--- src/rtl/gpio_ctl_pkg.sv ---
package gpio_ctl_pkg;
  typedef enum logic [2:0] {
    RIDX_LEVEL = 3'd0,
    RIDX_DIR   = 3'd1,
    RIDX_SET   = 3'd2,
    RIDX_CLR   = 3'd3,
    RIDX_RISE  = 3'd4,
    RIDX_FALL  = 3'd5,
    RIDX_STAT  = 3'd6,
    RIDX_ALT   = 3'd7
  } reg_idx_e;
endpackage

--- src/rtl/gpio_sync.sv ---
module gpio_sync #(
  parameter int WIDTH  = 28,
  parameter int STAGES = 2
) (
  input  logic             clk,
  input  logic             rst_n,
  input  logic [WIDTH-1:0] d_in,
  output logic [WIDTH-1:0] q_out
);
  logic [WIDTH-1:0] chain [STAGES];

  genvar s;
  generate
    for (s = 0; s < STAGES; s++) begin : g_stage
      always_ff @(posedge clk or negedge rst_n) begin
        if (!rst_n) chain[s] <= '0;
        else if (s == 0) chain[s] <= d_in;
        else chain[s] <= chain[(s == 0) ? 0 : s-1];
      end
    end
  endgenerate

  assign q_out = chain[STAGES-1];
endmodule

--- src/rtl/gpio_edge.sv ---
module gpio_edge #(
  parameter int WIDTH = 28
) (
  input  logic             clk,
  input  logic             rst_n,
  input  logic [WIDTH-1:0] level,
  input  logic [WIDTH-1:0] rise_en,
  input  logic [WIDTH-1:0] fall_en,
  input  logic [WIDTH-1:0] clr_mask,
  output logic [WIDTH-1:0] edge_hit,
  output logic [WIDTH-1:0] status
);
  logic [WIDTH-1:0] level_q;

  always_ff @(posedge clk or negedge rst_n) begin
    if (!rst_n) level_q <= '0;
    else level_q <= level;
  end

  genvar i;
  generate
    for (i = 0; i < WIDTH; i++) begin : g_bit
      logic went_up, went_down;
      assign went_up   = level[i] & ~level_q[i];
      assign went_down = ~level[i] & level_q[i];
      assign edge_hit[i] = (went_up & rise_en[i]) | (went_down & fall_en[i]);

      always_ff @(posedge clk or negedge rst_n) begin
        if (!rst_n) status[i] <= 1'b0;
        else if (edge_hit[i]) status[i] <= 1'b1;
        else if (clr_mask[i]) status[i] <= 1'b0;
      end
    end
  endgenerate

  AST_STATUS_STICKY: assert property (@(posedge clk) disable iff (!rst_n)
    (clr_mask == '0) |=> ((status & $past(status)) == $past(status)));

  AST_SET_NEEDS_ENABLE: assert property (@(posedge clk) disable iff (!rst_n)
    1'b1 |=> ((status & ~$past(status) & ~$past(rise_en | fall_en)) == '0));

  AST_EDGE_WINS: assert property (@(posedge clk) disable iff (!rst_n)
    (edge_hit != '0) |=> ((status & $past(edge_hit)) == $past(edge_hit)));
endmodule

--- src/rtl/gpio_regs.sv ---
module gpio_regs
  import gpio_ctl_pkg::*;
#(
  parameter int WIDTH  = 28,
  parameter int ADDR_W = 5,
  parameter int DATA_W = 32
) (
  input  logic              clk,
  input  logic              rst_n,
  input  logic              bus_sel,
  input  logic              bus_wr,
  input  logic [ADDR_W-1:0] bus_addr,
  input  logic [DATA_W-1:0] bus_wdata,
  output logic [DATA_W-1:0] bus_rdata,
  input  logic [WIDTH-1:0]  level,
  input  logic [WIDTH-1:0]  status,
  output logic [WIDTH-1:0]  dir_q,
  output logic [WIDTH-1:0]  out_q,
  output logic [WIDTH-1:0]  rise_q,
  output logic [WIDTH-1:0]  fall_q,
  output logic [WIDTH-1:0]  alt_q,
  output logic [WIDTH-1:0]  clr_mask
);
  localparam int PAD = DATA_W - WIDTH;

  logic       aligned;
  logic       wr_go;
  reg_idx_e   idx;
  logic [WIDTH-1:0] wd;
  logic [WIDTH-1:0] rd;
  logic       unused_wdata_hi;

  assign aligned = (bus_addr[1:0] == 2'b00);
  assign idx     = reg_idx_e'(bus_addr[4:2]);
  assign wr_go   = bus_sel & bus_wr & aligned;
  assign wd      = bus_wdata[WIDTH-1:0];
  assign unused_wdata_hi = ^bus_wdata[DATA_W-1:WIDTH];

  assign clr_mask = (wr_go && idx == RIDX_STAT) ? wd : '0;

  always_ff @(posedge clk or negedge rst_n) begin
    if (!rst_n) begin
      dir_q  <= '0;
      out_q  <= '0;
      rise_q <= '0;
      fall_q <= '0;
      alt_q  <= '0;
    end else if (wr_go) begin
      case (idx)
        RIDX_DIR:  dir_q  <= wd;
        RIDX_SET:  out_q  <= out_q | wd;
        RIDX_CLR:  out_q  <= out_q & ~wd;
        RIDX_RISE: rise_q <= wd;
        RIDX_FALL: fall_q <= wd;
        RIDX_ALT:  alt_q  <= wd;
        default: ;
      endcase
    end
  end

  always_comb begin
    rd = '0;
    if (aligned) begin
      case (idx)
        RIDX_LEVEL: rd = level;
        RIDX_DIR:   rd = dir_q;
        RIDX_RISE:  rd = rise_q;
        RIDX_FALL:  rd = fall_q;
        RIDX_STAT:  rd = status;
        RIDX_ALT:   rd = alt_q;
        default:    rd = '0;
      endcase
    end
  end

  assign bus_rdata = {{PAD{1'b0}}, rd};

  AST_OUT_HOLD: assert property (@(posedge clk) disable iff (!rst_n)
    !(wr_go && (idx == RIDX_SET || idx == RIDX_CLR)) |=> $stable(out_q));

  AST_SET_NO_CLEAR: assert property (@(posedge clk) disable iff (!rst_n)
    (wr_go && idx == RIDX_SET) |=> ((out_q & $past(out_q)) == $past(out_q)));

  AST_DIR_HOLD: assert property (@(posedge clk) disable iff (!rst_n)
    !(wr_go && idx == RIDX_DIR) |=> $stable(dir_q));

  always_comb begin
    if (rst_n) AST_UPPER_ZERO: assert (bus_rdata[DATA_W-1:WIDTH] == '0);
  end
endmodule

--- src/rtl/gpio_irq.sv ---
module gpio_irq #(
  parameter int WIDTH = 28,
  parameter int NDED  = 11
) (
  input  logic [WIDTH-1:0] status,
  output logic [NDED-1:0]  irq_pin,
  output logic             irq_shared
);
  genvar i;
  generate
    for (i = 0; i < NDED; i++) begin : g_ded
      assign irq_pin[i] = status[i];
    end
  endgenerate

  assign irq_shared = |status[WIDTH-1:NDED];
endmodule

--- src/rtl/gpio_edge_ctrl.sv ---
module gpio_edge_ctrl #(
  parameter int PIN_COUNT   = 28,
  parameter int DED_IRQS    = 11,
  parameter int SYNC_STAGES = 2,
  parameter int ADDR_W      = 5,
  parameter int DATA_W      = 32
) (
  input  logic                 clk,
  input  logic                 rst_n,
  input  logic                 bus_sel,
  input  logic                 bus_wr,
  input  logic [ADDR_W-1:0]    bus_addr,
  input  logic [DATA_W-1:0]    bus_wdata,
  output logic [DATA_W-1:0]    bus_rdata,
  input  logic [PIN_COUNT-1:0] pin_in,
  output logic [PIN_COUNT-1:0] pin_out,
  output logic [PIN_COUNT-1:0] pin_oe,
  output logic [PIN_COUNT-1:0] alt_sel,
  output logic [DED_IRQS-1:0]  irq_pin,
  output logic                 irq_shared
);
  logic [PIN_COUNT-1:0] level, status, edge_hit, clr_mask, rise_q, fall_q;

  gpio_sync #(.WIDTH(PIN_COUNT), .STAGES(SYNC_STAGES)) u_sync (
    .clk(clk), .rst_n(rst_n), .d_in(pin_in), .q_out(level));

  gpio_edge #(.WIDTH(PIN_COUNT)) u_edge (
    .clk(clk), .rst_n(rst_n), .level(level), .rise_en(rise_q),
    .fall_en(fall_q), .clr_mask(clr_mask), .edge_hit(edge_hit),
    .status(status));

  gpio_regs #(.WIDTH(PIN_COUNT), .ADDR_W(ADDR_W), .DATA_W(DATA_W)) u_regs (
    .clk(clk), .rst_n(rst_n), .bus_sel(bus_sel), .bus_wr(bus_wr),
    .bus_addr(bus_addr), .bus_wdata(bus_wdata), .bus_rdata(bus_rdata),
    .level(level), .status(status), .dir_q(pin_oe), .out_q(pin_out),
    .rise_q(rise_q), .fall_q(fall_q), .alt_q(alt_sel), .clr_mask(clr_mask));

  gpio_irq #(.WIDTH(PIN_COUNT), .NDED(DED_IRQS)) u_irq (
    .status(status), .irq_pin(irq_pin), .irq_shared(irq_shared));

  AST_DED_RISE_CAUSE: assert property (@(posedge clk) disable iff (!rst_n)
    1'b1 |=> ((irq_pin & ~$past(irq_pin) & ~$past(edge_hit[DED_IRQS-1:0])) == '0));

  AST_SHARED_RISE_CAUSE: assert property (@(posedge clk) disable iff (!rst_n)
    $rose(irq_shared) |-> $past(|edge_hit[PIN_COUNT-1:DED_IRQS]));
endmodule

--- config.mk ---
export PLATFORM = sky130hd
export DESIGN_NAME = gpio_edge_ctrl
export DESIGN_NICKNAME = d
export VERILOG_FILES = /design/src/rtl/gpio_ctl_pkg.sv /design/src/rtl/gpio_sync.sv /design/src/rtl/gpio_edge.sv /design/src/rtl/gpio_regs.sv /design/src/rtl/gpio_irq.sv /design/src/rtl/gpio_edge_ctrl.sv
export SDC_FILE = /design/constraint.sdc
export NUM_CORES = 1
export LEC_CHECK = 0
export BUFFER_PORTS_ARGS = -buffer_cell sky130_fd_sc_hd__buf_2
export CORE_ASPECT_RATIO = 0.75
export CORE_UTILIZATION = 30
export CTS_BUF_LIST = sky130_fd_sc_hd__clkbuf_8
export CTS_CLUSTER_SIZE = 16
export DETAILED_ROUTE_END_ITERATION = 8
export REMOVE_ABC_BUFFERS = 1
export SLEW_MARGIN = 20
export SYNTH_ARGS = -nofsm -noshare
export SYNTH_HDL_FRONTEND = slang
export SYNTH_SLANG_ARGS = --single-unit
--- constraint.sdc ---
create_clock -name clk -period 1.9 [get_ports clk]
set_input_delay 0.38 -clock clk [delete_from_list [all_inputs] [get_ports clk]]
set_output_delay 0.38 -clock clk [all_outputs]
set_load 0.02 [all_outputs]
==> out/qor.tcl, run 1 <==
set qor(status) {complete, but fails checks}
set qor(failed_checks) {setup timing}
set qor(design.portCount) 197
set qor(cellLeakagePower_nw) 7.30
set qor(grt_pass1_wl_um) 49400
set qor(min_from) {bus_wdata[16]}
set qor(max-slew-margin-rel_pct) 61.3
set qor(grt_max_degree) 62
set qor(grt_antenna_before_repair) 0
set qor(synth_area_leaders) {sky130_fd_sc_hd__dfrtp_1 58%, sky130_fd_sc_hd__mux2_2 6.4%, sky130_fd_sc_hd__mux2_4 5.6%, sky130_fd_sc_hd__mux2i_1 4.5%, sky130_fd_sc_hd__nand2_1 4.3%}
set qor(post_detailed_route_wirelength_per_cell_um) 18.3
set qor(slew_violations) 0
set qor(synth.distinct_cells) 38
set qor(tritoncts) {built}
set qor(grt_overflow_total) 0
set qor(clock-root-buffer) {sky130_fd_sc_hd__clkbuf_8}
set qor(cts_sinks) 252
set qor(drt_pass1_iterations) 7
set qor(chip_height_um) 166
set qor(drt-initial-drc-count) 462
set qor(dp.final_hpwl_um) 21700
set qor(initial_utilization_pct) 30.8
set qor(rsz_0062_raised_after_global_routing) {yes}
set qor(final_layout_setup_total_negative_slack_ps) -5330
set qor(post-place-cells) 1582
set qor(area_growth_syn_to_layout_pct) 38.4
set qor(met2_routed_wirelength_um) 13600
set qor(core_um2) 35100
set qor(min_path_type) {input port to flop}
set qor(top_layer_used) {met4}
set qor(maxCapViolations) 0
set qor(critPathLaunchType) {flop}
set qor(gpl.final_weighted_congestion) 0.788
set qor(post_synth.cell_area_avg_um2) 11.9
set qor(cts_buffers) 43
set qor(synth-edff-count) 0
set qor(multi_input_area_um2) 4180
set qor(ys_seq_elements) 252
set qor(layout.nets) 1322
set qor(num-fill-cells) 3323
set qor(routedLengthMet1_um) 16000
set qor(sequential_cell_area_um2) 6310
set qor(timing.critical_path.to) {irq_shared}
set qor(finish.utilization_pct) 42.6
set qor(syn_inst) 909
set qor(ir_worst_vdd_v) 0.000500
set qor(final_wl_um) 31900
set qor(synth_async_sr_flop_share_pct) 100
set qor(clk_latency_ps) 560
set qor(die_width_um) 221
set qor(vias) 8076
set qor(yosys.area.top_type_share_pct) 58.5
set qor(hold_depth) 2
set qor(num_antenna_cells) 0
set qor(synth-warning-count) 0
set qor(drc) 0
set qor(r2r_path_end) {u_edge.status[16]$_DFFE_PN0P_}
set qor(place_worst_setup_slack_ps) -310
set qor(antenna_left) 0
set qor(setup_violations) 29
set qor(fmax_mhz) 396
set qor(final.hold.worst_slack_ps) 101
set qor(clk_pin_slew_worst_paths_ps) 60
set qor(critical_path_maximum_fanout) 2
set qor(met3RoutedLength_um) 1710
set qor(timing.clock.skew_ps) 15.9
set qor(rrSetupSlack_ps) 840
set qor(buffer_ports.inserted) 188
set qor(synth_sequential_area_ratio_pct) 58.5
set qor(grt_pass1_vias) 8286
set qor(design.die.area_um2) 36700
set qor(worstPathRequired_ps) 1520
set qor(power_density_nw_per_um2) 924
set qor(critical_path_arrival_ps) 2150
set qor(fraction_of_final_layout_cells_with_drive_strength_greater_than_1_pct) 43.1
set qor(critPathKind) {flop to primary output}
set qor(site_rows) 59
set qor(crit_path_end_kind) {primary output}
set qor(postLayoutSetupSlackWorst_ps) -625
set qor(grt.total_usage_pct) 17.4
set qor(timing.final.crit_share_pct) 133
set qor(synthesis.area_um2) 10800
set qor(finalHoldViolCount) 0
set qor(clock_tree.buffer_depth) 3
set qor(final_period_minus_worst_setup_slack_ps) 2530
set qor(finalNonFillerCells) 1742
set qor(critPathLaunch) {u_edge.status[17]$_DFFE_PN0P_}
set qor(r2r_cells) 5
set qor(r2r_start) {u_edge.status[16]$_DFFE_PN0P_}
set qor(htreeDepth) 2
set qor(yosys.area.top_type) {sky130_fd_sc_hd__dfrtp_1}
set qor(worst_pin_slew_ps) 581
set qor(synthFlopType) {sky130_fd_sc_hd__dfrtp_1}
set qor(via_per_inst) 4.64
## report_power, final
| group | total (mW) | switching (mW) | internal (mW) |
|---|---|---|---|
| clock | 4.98 | 2.27 | 2.71 |
| combinational | 2.52 | 1.30 | 1.22 |
| sequential | 6.31 | 0.398 | 5.91 |
| total | 13.8 | 3.96 | 9.84 |
## worst min path at each step
stage	slack, ps	to
6_report	100	u_regs.dir_q[16]$_DFFE_PN0P_
5_1_grt	60	u_regs.alt_q[11]$_DFFE_PN0P_
4_1_cts	60	u_regs.dir_q[16]$_DFFE_PN0P_
3_5_place_dp	330	u_sync.q_out[18]$_DFF_PN0_
3_3_place_gp	330	u_sync.q_out[14]$_DFF_PN0_
2_1_floorplan	80	async pin
## repair_timing
item / in CTS / in global routing
resized for setup: 80 / 27
endpoints found under the hold margin: 76 / 0
setup buffers: 41 / 15
pin swaps: 38 / 19
setup endpoints to repair: 29 / 29
hold buffers: 29 / 0
## cells in the mapped netlist, types with 2 or more instances
cell / instances
sky130_fd_sc_hd__dfrtp_1: 252
sky130_fd_sc_hd__nand2_1: 125
sky130_fd_sc_hd__o21ai_0: 90
sky130_fd_sc_hd__mux2_2: 61
sky130_fd_sc_hd__inv_1: 59
sky130_fd_sc_hd__mux2i_1: 49
sky130_fd_sc_hd__mux2_4: 40
sky130_fd_sc_hd__nand3b_1: 32
sky130_fd_sc_hd__o211ai_1: 28
sky130_fd_sc_hd__a21oi_1: 27
sky130_fd_sc_hd__buf_4: 21
sky130_fd_sc_hd__buf_2: 18
sky130_fd_sc_hd__clkbuf_1: 18
sky130_fd_sc_hd__nor2_1: 17
sky130_fd_sc_hd__a22oi_1: 12
sky130_fd_sc_hd__a221oi_1: 11
sky130_fd_sc_hd__buf_6: 8
sky130_fd_sc_hd__a211oi_1: 7
sky130_fd_sc_hd__nor3_1: 7
sky130_fd_sc_hd__a211o_1: 3
sky130_fd_sc_hd__nand3_1: 3
sky130_fd_sc_hd__nor4_1: 3
sky130_fd_sc_hd__mux4_2: 2
sky130_fd_sc_hd__nand2b_1: 2
## cells in the final DEF (no fill, tap or decap), types with 14 or more instances in the layout
cell                            netlist  final
sky130_fd_sc_hd__buf_12               0     27
sky130_fd_sc_hd__buf_4               21    132
sky130_fd_sc_hd__dfrtp_1            252    252
sky130_fd_sc_hd__o211ai_1            28     28
sky130_fd_sc_hd__mux2_2              61     46
sky130_fd_sc_hd__dlygate4sd3_1        0     29
sky130_fd_sc_hd__inv_1               59     76
sky130_fd_sc_hd__nand3b_1            32     32
sky130_fd_sc_hd__o21ai_0             90     86
sky130_fd_sc_hd__nand2_1            125    122
sky130_fd_sc_hd__clkbuf_8             0     51
sky130_fd_sc_hd__a21oi_2              0     14
sky130_fd_sc_hd__mux2_4              40     55
sky130_fd_sc_hd__buf_2               18    160
sky130_fd_sc_hd__mux2i_1             49     48
sky130_fd_sc_hd__nor2_1              17     15
## per-stage QoR
step | total power [mW] | area (um^2)
3_3_place_gp | 8.47 | 13000
3_5_place_dp | 8.53 | 13000
5_1_grt | 14.5 | 14900
4_1_cts | 13.9 | 14700
6_report | 13.8 | 14900
2_1_floorplan | 7.45 | 10400
## metal layers
layer | track usage, % | up-vias
met5 | 0 | -
met4 | 4.65 | 0
met3 | 3.93 | 48
met2 | 25.5 | 206
met1 | 25.7 | 3997
li1 | - | 3825
## cells by family (layout without fill, tap and decap cells)
group / count (synthesis) / in the layout / synth area share (%)
AO/OA/AOI/OAI: 179 / 179 / 9.93
buffers and inverters: 125 / 498 / 5.85
flip-flops: 252 / 252 / 58.5
multiplexers: 152 / 152 / 16.9
other: 1 / 4 / 0.0348
AND/OR/NAND/NOR: 200 / 200 / 8.83
## final cells by class
| type | instances | share of cell area, % |
|---|---|---|
| flip-flops and latches | 252 | 42.2 |
| repair buffers | 362 | 18.7 |
| well taps | 457 | 3.83 |
| inverters | 59 | 1.48 |
| multi-input cells | 535 | 28.0 |
| clock inverters | 26 | 1.10 |
| clock buffers | 51 | 4.70 |
## worst max-delay path, stage by stage, from the launching register on
cell and delay (ps):
sky130_fd_sc_hd__dfrtp_1 410, sky130_fd_sc_hd__nor4_4 340, sky130_fd_sc_hd__buf_4 160, sky130_fd_sc_hd__nand4_1 110, sky130_fd_sc_hd__or4_1 400, sky130_fd_sc_hd__buf_2 180
(Power assumes the default switching activity.)
==> run 2: changes to the inputs <==
CORE_UTILIZATION = 50   (was 30)
PLACE_DENSITY = 0.73   (was unset)
==> run 2 against run 1 <==
  * The flow still finishes with violations (setup timing)
  * Sequential share of layout area increased by 1.0 points
  * Via count increased by 3.4%
  * Count of clock-buffer cells in the layout is 1 lower
  * Clock skew decreased by 5.3 ps
  * Worst hold slack better by 26 ps
  * Flip-flop and latch count unchanged
  * Die area down 40%
  * Cell count is 11% lower
  * Register-to-register slack better by 40 ps
  * Combinational power hardly changed
  * Clock power decreased by 9.4%
  * Critical endpoint unchanged
  * Largest cell class unchanged
==> out/qor.tcl, run 2 (synthesis results as in run 1) <==
set qor(grt_pass1_wl_um) 46000 ;# was 49,400 um
set qor(placedInstanceArea_um2) 12600 ;# was 13,000 um^2
set qor(cts_sinks) 252 ;# unchanged
set qor(tritoncts) {built} ;# unchanged
set qor(drt_pass1_iterations) 5 ;# was 7
set qor(postLayoutSetupSlackWorst_ps) -557 ;# was -625 ps
set qor(max-slew-margin-rel_pct) 59.2 ;# was 61.3%
set qor(setup_violations) 29 ;# unchanged
set qor(via_per_inst) 5.36 ;# was 4.64
set qor(final.hold.worst_slack_ps) 127 ;# was 101 ps
set qor(layout.nets) 1310 ;# was 1,322
set qor(r2r_start) {u_regs.dir_q[10]$_DFFE_PN0P_} ;# was u_edge.status[16]$_DFFE_PN0P_
set qor(grt_overflow_total) 0 ;# unchanged
set qor(post_detailed_route_wirelength_per_cell_um) 18.9 ;# was 18.3 um
set qor(critical_path_arrival_ps) 2080 ;# was 2150 ps
set qor(ir_worst_vdd_v) 0.000610 ;# was 0.000500 V
set qor(drt-initial-drc-count) 514 ;# was 462
set qor(antenna_left) 0 ;# unchanged
set qor(timing.clock.skew_ps) 10.6 ;# was 15.9 ps
set qor(mostFrequentLayoutCells) {252 x sky130_fd_sc_hd__dfrtp_1, 159 x sky130_fd_sc_hd__buf_2, 120 x sky130_fd_sc_hd__nand2_1, 113 x sky130_fd_sc_hd__buf_4, 87 x sky130_fd_sc_hd__o21ai_0} ;# was 252 x sky130_fd_sc_hd__dfrtp_1, 160 x sky130_fd_sc_hd__buf_2, 132 x sky130_fd_sc_hd__buf_4, 122 x sky130_fd_sc_hd__nand2_1, 86 x sky130_fd_sc_hd__o21ai_0
set qor(cellLeakagePower_nw) 7.22 ;# was 7.30 nW
set qor(htreeDepth) 2 ;# unchanged
set qor(vias) 8350 ;# was 8,076
set qor(layout_commonest_cell) {sky130_fd_sc_hd__dfrtp_1} ;# unchanged
set qor(post-route-cell-area_um2) 14600 ;# was 14,900 um^2
set qor(slew_violations) 0 ;# unchanged
set qor(status) {complete, but fails checks} ;# unchanged
set qor(cts_buffers) 41 ;# was 43
set qor(cellInternalPower_mw) 9.49 ;# was 9.84 mW
set qor(critical-path-slowest-cell) {sky130_fd_sc_hd__or4_4} ;# was sky130_fd_sc_hd__dfrtp_1
set qor(path_delay_family) {simple AND/OR/NAND/NOR gates} ;# unchanged
set qor(clock-root-buffer) {sky130_fd_sc_hd__clkbuf_8} ;# unchanged
set qor(power_density_nw_per_um2) 914 ;# was 924 nW/um^2
set qor(place_worst_setup_slack_ps) -293 ;# was -310 ps
set qor(critical_path_maximum_fanout) 2 ;# unchanged
set qor(clk_pin_slew_worst_paths_ps) 60 ;# about the same
set qor(final_period_minus_worst_setup_slack_ps) 2460 ;# was 2530 ps
set qor(die_width_um) 172 ;# was 221 um
set qor(area_growth_syn_to_layout_pct) 35.2 ;# was 38.4%
set qor(critPathKind) {flop to primary output} ;# unchanged
set qor(design.portCount) 197 ;# unchanged
set qor(grt_max_degree) 72 ;# was 62
set qor(fraction_of_final_layout_cells_with_drive_strength_greater_than_1_pct) 42.6 ;# was 43.1%
set qor(min_path_type) {input port to flop} ;# unchanged
set qor(clk_latency_ps) 540 ;# was 560 ps
set qor(fmax_mhz) 407 ;# was 396 MHz
set qor(critPathLaunchType) {flop} ;# unchanged
set qor(num-fill-cells) 1457 ;# was 3,323
set qor(dp.final_hpwl_um) 19300 ;# was 21,700 um
set qor(min_from) {bus_wdata[3]} ;# was bus_wdata[16]
set qor(combinational_group_share_of_total_power_pct) 18.8 ;# was 18.2%
set qor(grt_pass1_vias) 8424 ;# was 8,286
set qor(power.net_switching_mw) 3.84 ;# was 3.96 mW
set qor(cp_cell_sequence) {nor4_2 -> buf_4 -> nand4_1 -> or4_4 -> buf_6} ;# was nor4_4 -> buf_4 -> nand4_1 -> or4_1 -> buf_2
set qor(finalHoldViolCount) 0 ;# unchanged
set qor(crit_path_end_kind) {primary output} ;# unchanged
set qor(gpl.final_weighted_congestion) 0.807 ;# was 0.788
set qor(drc) 0 ;# unchanged
set qor(site_rows) 46 ;# was 59
set qor(share_of_total_power_consumed_by_net_switching_pct) 28.8 ;# was 28.7%
set qor(power_frac_seq_pct) 47.4 ;# was 45.7%
set qor(final_wl_um) 29500 ;# was 31,900 um
set qor(clock_tree.buffer_depth) 3 ;# unchanged
set qor(worstPathRequired_ps) 1520 ;# about the same
set qor(totalPowerFinal_mw) 13.3 ;# was 13.8 mW
set qor(rsz_0062_raised_after_global_routing) {yes} ;# unchanged
set qor(num_antenna_cells) 0 ;# unchanged
set qor(grt.total_usage_pct) 27.3 ;# was 17.4%
set qor(maxCapViolations) 0 ;# unchanged
set qor(worst-path-buf-inv) 2 ;# unchanged
set qor(max_stage_delay_ps) 440 ;# was 410 ps
set qor(grt_antenna_before_repair) 0 ;# unchanged
set qor(core_um2) 21100 ;# was 35,100 um^2
set qor(initial_utilization_pct) 51.1 ;# was 30.8%
set qor(design.die.area_um2) 22200 ;# was 36,700 um^2
set qor(critPathLaunch) {u_edge.status[26]$_DFFE_PN0P_} ;# was u_edge.status[17]$_DFFE_PN0P_
set qor(buffer_ports.inserted) 188 ;# unchanged
set qor(worst_pin_slew_ps) 611 ;# was 581 ps
set qor(timing.final.crit_share_pct) 129 ;# was 133%
set qor(failed_checks) {setup timing} ;# unchanged
set qor(clockPowerShare_pct) 33.8 ;# was 36.1%
set qor(chip_height_um) 129 ;# was 166 um
-- run 2: routing by layer --
layer	GRT usage [%]	vias to the layer above	share of wire, %
met3	5.80	47	6.1
met1	39.0	4209	47
met4	7.98	0	1.8
met5	0	-	0
li1	-	3813	-
met2	42.1	281	45
-- run 2: stage by stage --
stage,instances,setup TNS [ps],utilization [%]
5_1_grt,1558,-6790,69.1
6_report,1558,-4610,69.1
4_1_cts,1546,-5100,68.1
3_5_place_dp,1400,-5250,59.8
2_1_floorplan,846,-27400,-
3_3_place_gp,1400,-4900,59.8
-- run 2: path summary, 6_finish.rpt --
kind / endpoint / slack (ps) / depth (start not counted)
worst min-delay path: u_regs.dir_q[3]$_DFFE_PN0P_ / 130 / 2
worst min register to register: u_sync.q_out[13]$_DFF_PN0_ / 350 / 0
worst max-delay path: irq_shared / -560 / 5
max in group asynchronous: u_regs.alt_q[27]$_DFFE_PN0P_ / 830 / 3
min in group asynchronous: u_edge.status[10]$_DFFE_PN0P_ / 400 / 2
worst max register to register: u_regs.dir_q[10]$_DFFE_PN0P_ / 880 / 3
-- run 2: what timing repair did --
action / in CTS / in global routing
resized for setup: 87 / 31
hold buffers: 29 / 0
pin swaps: 42 / 21
setup buffers: 47 / 14
endpoints found under the setup margin: 29 / 29
endpoints found under the hold margin: 88 / 0
-- run 2: power groups by stage --
stage | Clock, mW | Combinational [mW] | Sequential (mW)
2_1_floorplan | 0 | 0.824 | 6.63
3_3_place_gp | 0 | 2.01 | 6.39
3_5_place_dp | 0 | 2.06 | 6.41
4_1_cts | 4.59 | 2.42 | 6.29
5_1_grt | 4.86 | 2.71 | 6.37
6_report | 4.51 | 2.50 | 6.31
-- run 2: final cells by class --
| type | instances | area, um^2 | area share [%] |
|---|---|---|---|
| flip-flops and latches | 252 | 6310 | 43.2 |
| multi-input cells | 535 | 4180 | 28.6 |
| repair buffers | 352 | 2740 | 18.8 |
| clock buffers | 50 | 688 | 4.72 |
| well taps | 288 | 360 | 2.47 |
| inverters | 59 | 221 | 1.52 |
| clock inverters | 22 | 95.1 | 0.652 |
-- run 2: worst reg2reg max path, delay by kind of cell, from the launching register on --
| kind | cells | cell delay [ps] |
|---|---|---|
| buf+inv | 2 | 270 |
| flops | 1 | 400 |
| mux | 1 | 240 |
==> run 3: changes to the inputs <==
SKIP_CTS_REPAIR_TIMING = 1   (was unset)
==> run 3 against run 2 <==
  * Cell count down 1.5%
  * Non-clock buffer count fell by 24
  * Sequential power barely moved
  * The flow still finishes with violations (setup timing)
  * Largest power group unchanged
  * Critical path type unchanged
  * Die area did not move
==> out/qor.tcl, run 3 (synthesis results as in run 1) <==
set qor(worst_pin_slew_ps) 792 ;# was 611 ps
set qor(critical_path_arrival_ps) 2090 ;# was 2080 ps
set qor(antenna_left) 0 ;# unchanged
set qor(area_growth_syn_to_layout_pct) 33.2 ;# was 35.2%
set qor(drc) 0 ;# unchanged
set qor(post-place-cells) 1400 ;# unchanged
set qor(combinational_group_share_of_total_power_pct) 18.0 ;# was 18.8%
set qor(design.portCount) 197 ;# unchanged
set qor(critical-path-slowest-cell) {sky130_fd_sc_hd__or4_4} ;# unchanged
set qor(power_frac_seq_pct) 48.0 ;# was 47.4%
set qor(clock_tree.buffer_depth) 3 ;# unchanged
set qor(setup_violations) 29 ;# unchanged
set qor(dp.final_hpwl_um) 19300 ;# unchanged
set qor(power.net_switching_mw) 3.79 ;# was 3.84 mW
set qor(buffer_ports.inserted) 188 ;# unchanged
set qor(final_wl_um) 29000 ;# was 29,500 um
set qor(htreeDepth) 2 ;# unchanged
set qor(worstPathRequired_ps) 1520 ;# about the same
set qor(layout_commonest_cell) {sky130_fd_sc_hd__dfrtp_1} ;# unchanged
set qor(chip_height_um) 129 ;# unchanged
set qor(die_width_um) 172 ;# unchanged
set qor(min_path_type) {input port to flop} ;# unchanged
set qor(mostFrequentLayoutCells) {252 x sky130_fd_sc_hd__dfrtp_1, 162 x sky130_fd_sc_hd__buf_2, 121 x sky130_fd_sc_hd__nand2_1, 93 x sky130_fd_sc_hd__buf_4, 87 x sky130_fd_sc_hd__o21ai_0} ;# was 252 x sky130_fd_sc_hd__dfrtp_1, 159 x sky130_fd_sc_hd__buf_2, 120 x sky130_fd_sc_hd__nand2_1, 113 x sky130_fd_sc_hd__buf_4, 87 x sky130_fd_sc_hd__o21ai_0
set qor(ir_worst_vdd_v) 0.000603 ;# was 0.000610 V
set qor(tritoncts) {built} ;# unchanged
set qor(rsz_0062_raised_after_global_routing) {yes} ;# unchanged
set qor(clk_pin_slew_worst_paths_ps) 60 ;# about the same
set qor(power_density_nw_per_um2) 919 ;# was 914 nW/um^2
set qor(cellInternalPower_mw) 9.42 ;# was 9.49 mW
set qor(failed_checks) {setup timing} ;# unchanged
set qor(layout.nets) 1286 ;# was 1,310
set qor(vias) 8223 ;# was 8,350
set qor(fraction_of_final_layout_cells_with_drive_strength_greater_than_1_pct) 41.4 ;# was 42.6%
set qor(num_antenna_cells) 0 ;# unchanged
set qor(grt_pass1_vias) 7909 ;# was 8,424
set qor(global_route.usage.met1_pct) 38.2 ;# was 39.0%
set qor(via_per_inst) 5.36 ;# about the same
set qor(path_delay_family) {simple AND/OR/NAND/NOR gates} ;# unchanged
set qor(slew_violations) 0 ;# unchanged
set qor(drt-initial-drc-count) 522 ;# was 514
set qor(clock-root-buffer) {sky130_fd_sc_hd__clkbuf_8} ;# unchanged
set qor(grt_pass1_wl_um) 43500 ;# was 46,000 um
set qor(initial_utilization_pct) 51.1 ;# unchanged
set qor(post_detailed_route_wirelength_per_cell_um) 18.9 ;# about the same
set qor(critPathLaunchType) {flop} ;# unchanged
set qor(cellLeakagePower_nw) 7.09 ;# was 7.22 nW
set qor(finalNonFillerCells) 1534 ;# was 1,558
set qor(grt_max_degree) 72 ;# unchanged
set qor(clk_latency_ps) 540 ;# about the same
set qor(fmax_mhz) 405 ;# was 407 MHz
set qor(timing.final.crit_share_pct) 130 ;# was 129%
set qor(crit_path_end_kind) {primary output} ;# unchanged
set qor(critical_path_maximum_fanout) 2 ;# unchanged
set qor(max-slew-margin-rel_pct) 46.9 ;# was 59.2%
set qor(cp_cell_sequence) {nor4_4 -> buf_4 -> nand4_1 -> or4_4 -> buf_6} ;# was nor4_2 -> buf_4 -> nand4_1 -> or4_4 -> buf_6
set qor(gpl.final_weighted_congestion) 0.807 ;# unchanged
set qor(status) {complete, but fails checks} ;# unchanged
set qor(critPathKind) {flop to primary output} ;# unchanged
set qor(grt_overflow_total) 0 ;# unchanged
set qor(globalRouteMet3Util_pct) 5.77 ;# was 5.80%
set qor(final_layout_setup_total_negative_slack_ps) -4730 ;# was -4610 ps
set qor(design.die.area_um2) 22200 ;# unchanged
set qor(final_period_minus_worst_setup_slack_ps) 2470 ;# was 2460 ps
set qor(drt_pass1_iterations) 5 ;# unchanged
set qor(postLayoutSetupSlackWorst_ps) -570 ;# was -557 ps
set qor(grt-busiest-layer) {met2} ;# unchanged
set qor(grt_antenna_before_repair) 0 ;# unchanged
set qor(worst-path-buf-inv) 2 ;# unchanged
set qor(grt.total_usage_pct) 25.9 ;# was 27.3%
set qor(finalHoldViolCount) 0 ;# unchanged
set qor(core_um2) 21100 ;# unchanged
set qor(clockPowerShare_pct) 34.0 ;# was 33.8%
set qor(timing.clock.skew_ps) 11.6 ;# was 10.6 ps
set qor(site_rows) 46 ;# unchanged
set qor(maxCapViolations) 0 ;# unchanged
set qor(cts_sinks) 252 ;# unchanged
set qor(grt_util_met2_pct) 38.4 ;# was 42.1%
set qor(max_stage_delay_ps) 440 ;# about the same
set qor(share_of_total_power_consumed_by_net_switching_pct) 28.7 ;# was 28.8%
set qor(cts_buffers) 41 ;# unchanged
set qor(totalPowerFinal_mw) 13.2 ;# was 13.3 mW
-- run 3: cell types whose count changed in the layout (fill, tap and decap cells not counted), sizes merged --
cell and delta:
buf -24
-- run 3: stage by stage --
stage | util, % | cell area (um^2) | hold WS, ps | setup WS (ps)
CTS | 63.5 | 13400 | -192 | -738
detailed placement | 59.8 | 12600 | 335 | -293
finish | 68.0 | 14400 | 126 | -570
floorplan | - | 10400 | 84.4 | -410
global placement | 59.8 | 12600 | 331 | -286
global route | 68.0 | 14400 | 106 | -660
-- run 3: power by group through the flow --
stage	clock network [mW]	logic, mW	registers, mW
after floorplan	0	0.824	6.63
after global placement	0	2.01	6.39
after detailed placement	0	2.06	6.41
after CTS	4.59	2.07	6.32
after global routing	4.86	2.58	6.39
final	4.49	2.38	6.33
-- run 3: cell type report --
cell class / instances / area [um^2]
sequential: 252 / 6310
tap: 288 / 360
multi-input combinational: 535 / 4170
fill: 1505 / 6750
clock buffer: 50 / 688
clock inverter: 22 / 95.1
inverter: 59 / 221
timing repair buffer: 328 / 2530
-- run 3: worst paths after layout --
path / start / endpoint / slack (ps) / depth (start not counted)
worst min-delay path: bus_wdata[5] / u_regs.alt_q[5]$_DFFE_PN0P_ / 130 / 2
worst max register to register: u_regs.alt_q[8]$_DFFE_PN0P_ / u_regs.alt_q[8]$_DFFE_PN0P_ / 860 / 3
worst min register to register: u_sync.chain[41]$_DFF_PN0_ / u_sync.q_out[13]$_DFF_PN0_ / 350 / 0
min in group asynchronous: rst_n / u_edge.status[10]$_DFFE_PN0P_ / 390 / 2
max in group asynchronous: rst_n / u_regs.dir_q[27]$_DFFE_PN0P_ / 830 / 3
worst max-delay path: u_edge.status[14]$_DFFE_PN0P_ / irq_shared / -570 / 5
-- run 3: worst reg2reg max path, stage by stage (launching register included) --
cell	delay [ps]
sky130_fd_sc_hd__dfrtp_1	400
sky130_fd_sc_hd__buf_4	150
sky130_fd_sc_hd__buf_4	120
sky130_fd_sc_hd__mux2_4	250
-- run 3: routing by layer --
layer	share of wire, %	vias to the layer above
met5	0	-
met4	1.6	0
met3	6.5	43
met2	45	294
met1	47	4127
li1	-	3759
